[src/rtl/pixbus_pkg.sv]
package pixbus_pkg;
    localparam int PIX_W  = 32;  // framebuffer word width
    localparam int OUT_W  = 24;  // panel data lines
    localparam int CW     = 8;   // full component width
    localparam int LO_W   = 6;   // component width after truncation
    localparam int AW_W   = $clog2(OUT_W + 1);

    typedef enum logic [1:0] {
        BUS16 = 2'd0,
        BUS8  = 2'd1,
        BUS18 = 2'd2,
        BUS24 = 2'd3
    } bus_code_e;

    typedef struct packed {
        logic [CW-1:0] r;
        logic [CW-1:0] g;
        logic [CW-1:0] b;
    } rgb_t;
endpackage

[src/rtl/pixbus_unpack.sv]
module pixbus_unpack
    import pixbus_pkg::*;
#(
    parameter int WORD_W = PIX_W
) (
    input  logic [WORD_W-1:0] word,
    input  logic              depth24,
    output rgb_t              px
);
    logic unused_top;
    assign unused_top = ^word[WORD_W-1:3*CW];

    always_comb begin
        if (depth24) begin
            px.r = word[3*CW-1:2*CW];
            px.g = word[2*CW-1:CW];
            px.b = word[CW-1:0];
        end else begin
            px.r = CW'(word[15:11]);
            px.g = CW'(word[10:5]);
            px.b = CW'(word[4:0]);
        end
    end
endmodule

[src/rtl/pixbus_pack.sv]
module pixbus_pack
    import pixbus_pkg::*;
#(
    parameter int BUS_W = OUT_W
) (
    input  rgb_t             px,
    input  logic             depth24,
    input  bus_code_e        bus,
    input  logic             swap,
    output logic [BUS_W-1:0] raw,
    output logic [BUS_W-1:0] mask,
    output logic             err
);
    localparam int WW = $clog2(BUS_W + 1);

    logic [CW-1:0] hi_c, lo_c;
    logic [WW-1:0] width;

    always_comb begin
        hi_c  = swap ? px.b : px.r;
        lo_c  = swap ? px.r : px.b;
        err   = (bus == BUS8);
        raw   = '0;
        width = '0;
        if (!err) begin
            if (!depth24) begin
                raw   = BUS_W'({hi_c[4:0], px.g[5:0], lo_c[4:0]});
                width = WW'(16);
            end else if (bus == BUS24) begin
                raw   = BUS_W'({hi_c, px.g, lo_c});
                width = WW'(3 * CW);
            end else begin
                raw   = BUS_W'({hi_c[LO_W-1:0], px.g[LO_W-1:0], lo_c[LO_W-1:0]});
                width = (bus == BUS18) ? WW'(3 * LO_W) : WW'(16);
            end
        end
    end

    for (genvar gi = 0; gi < BUS_W; gi++) begin : g_mask
        assign mask[gi] = (WW'(gi) < width);
    end
endmodule

[src/rtl/pixbus_fmt.sv]
module pixbus_fmt
    import pixbus_pkg::*;
(
    input  logic              clk,
    input  logic              rst_n,
    input  logic              in_valid,
    output logic              in_ready,
    input  logic [PIX_W-1:0]  in_word,
    input  logic [1:0]        cfg_bus,
    input  logic              cfg_depth24,
    input  logic              cfg_swap,
    input  logic              cfg_invert,
    output logic [OUT_W-1:0]  out_data,
    output logic              out_valid,
    output logic              cfg_err
);
    typedef struct packed {
        logic             rdy;
        logic             vld;
        logic             err;
        logic [OUT_W-1:0] data;
    } state_t;

    state_t    st_d, st_q;
    rgb_t      px;
    logic [OUT_W-1:0] raw, mask;
    logic      err_c;
    bus_code_e bus;

    assign bus = bus_code_e'(cfg_bus);

    pixbus_unpack #(.WORD_W(PIX_W)) u_unpack (
        .word    (in_word),
        .depth24 (cfg_depth24),
        .px      (px)
    );

    pixbus_pack #(.BUS_W(OUT_W)) u_pack (
        .px      (px),
        .depth24 (cfg_depth24),
        .bus     (bus),
        .swap    (cfg_swap),
        .raw     (raw),
        .mask    (mask),
        .err     (err_c)
    );

    always_comb begin
        st_d     = st_q;
        st_d.rdy = 1'b1;
        st_d.err = err_c;
        st_d.vld = in_valid & st_q.rdy;
        if (in_valid && st_q.rdy) begin
            st_d.data = (raw ^ (cfg_invert ? mask : '0)) & mask;
        end
    end

    always_ff @(posedge clk or negedge rst_n) begin
        if (!rst_n) begin
            st_q <= '0;
        end else begin
            st_q <= st_d;
        end
    end

    assign in_ready  = st_q.rdy;
    assign out_valid = st_q.vld;
    assign out_data  = st_q.data;
    assign cfg_err   = st_q.err;
endmodule

[config.mk]
export PLATFORM = sky130hd
export DESIGN_NAME = pixbus_fmt
export DESIGN_NICKNAME = d
export VERILOG_FILES = /design/src/rtl/pixbus_pkg.sv /design/src/rtl/pixbus_unpack.sv /design/src/rtl/pixbus_pack.sv /design/src/rtl/pixbus_fmt.sv
export SDC_FILE = /design/constraint.sdc
export NUM_CORES = 1
export LEC_CHECK = 0
export ABC_AREA = 0
export BUFFER_PORTS_ARGS = -buffer_cell sky130_fd_sc_hd__buf_2
export CORE_MARGIN = 8
export CORE_UTILIZATION = 52
export DETAILED_ROUTE_END_ITERATION = 6
export PLACE_DENSITY = 0.8
export RECOVER_POWER = 100
export REMOVE_ABC_BUFFERS = 1
export SLEW_MARGIN = 10
export SYNTH_ARGS = -nofsm -noshare
export SYNTH_HDL_FRONTEND = slang
export SYNTH_HIERARCHICAL = 1
export SYNTH_SLANG_ARGS = --single-unit
[constraint.sdc]
create_clock -name clk -period 1.4 [get_ports clk]
set_clock_uncertainty 0.2 [all_clocks]
set_input_delay 0.14 -clock clk [delete_from_list [all_inputs] [get_ports clk]]
set_output_delay 0.14 -clock clk [all_outputs]
set_load 0.05 [all_outputs]
# ---- After elaboration in Yosys (flattened, before gate mapping)
# Cells that the tools add are included.
dict set report word_totals {
  register_bits 27
  input_bits 40
  output_inout_bits 27
  elab_cells 46
}
dict set report classes {
  order_cmp 24
  n_eq_ne 3
  muxes 11
  n_bitwise 3
  reduce_logical 1
}
# op count
set ops {}
lappend ops {{$mux W24} 5}
lappend ops {{$lt A4 B5 Y1 const A} 8}
lappend ops {{$lt A5 B5 Y1 const A} 8}
lappend ops {{$and A24 B24 Y24} 1}
lappend ops {{$xor A24 B24 Y24} 1}
lappend ops {{$lt A3 B5 Y1 const A} 4}
lappend ops {{$mux W8} 2}
lappend ops {{$mux W5} 3}
lappend ops {{$lt A1 B5 Y1 const A} 2}
lappend ops {{$lt A2 B5 Y1 const A} 2}
lappend ops {{$eq A2 B2 Y1 const B} 2}
lappend ops {{$eq A2 B1 Y1 const B} 1}
lappend ops {{$mux W2} 1}
lappend ops {{$and A1 B1 Y1} 1}
lappend ops {{$logic_and A1 B1 Y1} 1}

# ---- Depth between registers and ports, before layout
dict set report depth {
  word_depth 9
  mapped_depth 8
  mapped_depth_nobuf 6
}

# ---- Hierarchy
# Netlist, hierarchy kept.
# mod n_inst cells_each area_each_um2 seq_area_each_um2
set modules_own_cells {}
lappend modules_own_cells {pixbus_fmt 1 113 1341.3 675.6}
lappend modules_own_cells {pixbus_pack 1 98 698.2 0.0}
lappend modules_own_cells {pixbus_unpack 1 26 245.2 0.0}

# ---- Worst setup path before layout
# OpenSTA, ideal clock, no wires.
dict set report synth_path {
  kind {input port to flip-flop}
  startpoint {input port cfg_depth24}
  endpoint {register st_q, in the netlist out_data[16]}
  setup_ps 123
  arrival_ps 1422
  required_time_ps 1077
  setup_slack_ps -344
  path_stages 7
  path_buffers 1
  cell_sequence {buf_6 -> mux2_2 -> mux2_4 -> and3_1 -> o21a_1 -> xnor2_1 -> o2bb2ai_1}
}
# element line_no
set synth_lines {}
lappend synth_lines {{from (decl)} pixbus_fmt.sv:10} ;# input logic cfg_depth24,
lappend synth_lines {{to (signal assigned)} pixbus_fmt.sv:62} ;# st_q <= st_d;
lappend synth_lines {{to (decl)} pixbus_fmt.sv:24} ;# state_t st_d, st_q;

==> results by group <==
Outcome
  • Status: finished, violations left
  • Failing checks: setup timing

Setup path
  • Slowest Stage Delay on Critical Path: 0.30 ns
  • CP cell instances: buf_12 > mux2_4 > mux2_4 > and3_4 > o21a_1 > xnor2_1 > o2bb2ai_1
  • CP Class: in2reg
  • R2R Setup Slk: 0.12 ns
  • CP dominant cell by count: mux2_4
  • Reg2Reg Launch Point: in_ready
  • CP endpoint kind: flip-flop
  • Slowest-stage cell, CP: mux2_4
  • Crit start category: primary input
  • R2r endpoint: out_data[15]
  • Max Fanout on Critical Path: 7
  • Worst r2r path cells: 3
  • Arr. time, crit path: 1.49 ns
  • WP data required: 1.41 ns

Timing
  • RSZ-0062 raised after global routing: true
  • Worst slew margin: 52.5%
  • Final setup fails: 4
  • Slew @ Worst Pin: ~0.71 ns
  • Final worst slack: -0.0894 ns
  • Fmax: 671 MHz
  • Final period utilization: 106%
  • Post-layout min period: 1.49 ns
  • Final hold vios: 0
  • Final slew viol count: 0
  • WHS: approximately 0.022 ns

Min path
  • Hold EP: out_data[4]
  • Hold Path Cell Cnt: 3
  • Worst hold path class: in2reg
  • Hold path start: in_valid

Power
  • Leak: 0.00122 uW
  • PD cells: around 950 mW/mm^2
  • Worst vdd rail ir drop: 0.000572 V

Detailed routing
  • Vias/cell: between 5 and 6
  • Via Count: 1850
  • DRC viols: 0
  • Wirelength, routed: between 5000 and 6000 um
  • Max Used Layer: met4
  • Met1 Wirelength: 2490 um
  • Met3 WL: about 400 um
  • 1st-iter DRT viols: 142
  • Drt wl/cell: between 15 and 20 um
  • ANT nets after route: 0
  • WL met2: 2890 um
  • TritonRoute pass-1 iters: 4

Finish
  • Synthesis-to-layout area growth: 15.8%
  • # diodes: 0
  • # nets final: 324
  • Share of cells above drive strength 1: around 41%

CTS
  • Clk slew on worst S/H paths: 0.10 ns
  • Max H-tree Level: 1
  • # clock sinks: 27
  • Worst-Skew Late Latency: 0.28 ns
  • Num CTS Buffers: 3
  • CTS tree: yes
  • Root Buffer: clkbuf_8
  • Max clock buf depth: 2

Synthesis
  • Post-Syn Area: 0.00228 sq mm
  • Mapped Cells: roughly 240
  • Avg Inst Size Synth: between 9 and 10 sq um
  • Flops & latches, synth: 27
  • Unique masters post-synth: 31
  • Seq/Total Area, Yosys: 29.6%
  • Ys Warns: 6

Global route
  • Total Routing Usage GR: 17.3%
  • Largest net degree at the start of global routing: 25
  • Gr ovfl total: 0
  • Initial antenna violation count: 0
  • Vias in the first global route: 1913
  • Global-route wire length before repair: 9260 um

Floorplan
  • # rows: 24
  • Die area: 0.00677 sq mm
  • Starting Density: a little over half
  • Die width: 82.3 um
  • Die H: 82.3 um
  • Core Box Area: 0.00429 sq mm
  • Io pins: 67

Place
  • GP Congestion: 0.911
  • Port buffer count: 58
  • Post-DP HPWL: between 4000 and 5000 um
  • Pre-CTS WS: -0.518 ns

Run
  • MaxCap Viol Count: 0
[critical path, delay by kind of cell]
family	cells	cell delay, ns
compound gates	2	0.35
xor+xnor	1	0.12
buf+inv	1	0.11
mux	2	0.60
simple gates	1	0.17
[through the flow]
step,setup TNS [ns],power (uW),instances,util [%],area (sq um)
after floorplan,-14.02,1640,191,-,1920
after global placement,-7.50,2000,328,58.3,2500
after detailed placement,-8.18,2010,328,58.3,2500
after CTS,-0.0590,2500,334,61.0,2620
after global routing,-1.44,2620,335,61.6,2650
final,-0.229,2510,335,61.6,2650
[synth_stat cells (all sizes together)]
| library cell | number | area share (%) |
|---|---|---|
| o31ai | 1 | 0.33 |
| and3 | 4 | 1.1 |
| nand2b | 4 | 1.1 |
| and2 | 9 | 2.5 |
| inv | 2 | 0.33 |
| buf | 44 | 16 |
| o221ai | 2 | 0.77 |
| a21oi | 6 | 1.3 |
| nand3 | 24 | 5.3 |
| mux2 | 15 | 8.1 |
| o21ai | 6 | 1.3 |
| o2111ai | 1 | 0.38 |
| dfrtp | 27 | 30 |
| conb | 1 | 0.16 |
| a31oi | 2 | 0.55 |
| mux2i | 19 | 8.3 |
| o21a | 2 | 0.66 |
| nor2 | 13 | 2.1 |
| clkinv | 1 | 0.16 |
| o2bb2ai | 24 | 9.7 |
| clkbuf | 2 | 0.33 |
| xnor2 | 24 | 9.2 |
| a211oi | 2 | 0.66 |
| nand2 | 2 | 0.44 |
[flip-flops by register name, indices dropped and copies added (netlist names)]
signal / cells
out_valid: 1
in_ready: 1
out_data: 24
cfg_err: 1
[power by group]
part	switching (uW)	internal [uW]
registers	57.8	875
clock network	252	200
logic	716	405
total	1030	1480
[final cells by class]
class                   count  area, sq um
well taps                  52         65.1
clock buffers               3         41.3
flip-flops and latches     27          676
multi-input cells         161         1290
repair buffers             88          552
clock inverters             1         5.00
inverters                   3         11.3
fillers                   363         1650
[metal layers]
layer	up-vias	GRT usage, %
li1	904	-
met1	878	21.8
met2	58	29.4
met4	0	5.44
met3	10	2.92
met5	-	0
[timing repair]
item | CTS | global route
setup endpoints to repair | 18 | 16
setup buffers | 1 | 1
pin swaps | 7 | 8
endpoints found under the hold margin | 27 | 0
resized for setup | 13 | 11
hold buffers | 1 | 0
[worst max-delay path by stage]
stage	from	end	slack (ns)
6_report	cfg_depth24	out_data[16]	-0.09
5_1_grt	cfg_depth24	out_data[16]	-0.14
4_1_cts	cfg_depth24	out_data[16]	-0.02
3_5_place_dp	cfg_depth24	out_data[16]	-0.52
3_3_place_gp	cfg_depth24	out_data[17]	-0.45
2_1_floorplan	in_ready	out_data[0]	-0.57
[placed cells by master (no fill, tap or decap), types with 2 or more instances in the layout]
master / netlist / final
clkbuf_1: 2 / 2
nor2_1: 13 / 12
a211oi_1: 2 / 2
mux2i_1: 19 / 16
o2bb2ai_1: 22 / 22
clkbuf_2: 0 / 26
buf_2: 8 / 30
and2_1: 9 / 9
o2bb2ai_2: 2 / 2
nand3_1: 24 / 24
clkbuf_8: 0 / 3
mux2_4: 4 / 8
o221ai_1: 2 / 2
o21a_1: 2 / 2
and3_1: 4 / 2
dfrtp_1: 27 / 27
nand2b_1: 4 / 4
mux2_2: 11 / 7
a21oi_1: 6 / 6
a31oi_1: 2 / 2
and3_4: 0 / 2
buf_4: 29 / 25
o21ai_0: 6 / 5
buf_12: 2 / 2
mux2i_2: 0 / 2
xnor2_1: 24 / 24
[cells by family after synthesis]
logic type / share of synthesized area, %
AO/OA/AOI/OAI: 15.7
XOR/XNOR: 9.20
AND/OR/NAND/NOR: 12.5
multiplexers: 16.4
buffers and inverters: 16.5
other: 0.164
flip-flops: 29.6
Power figures use the tool's default switching activity.
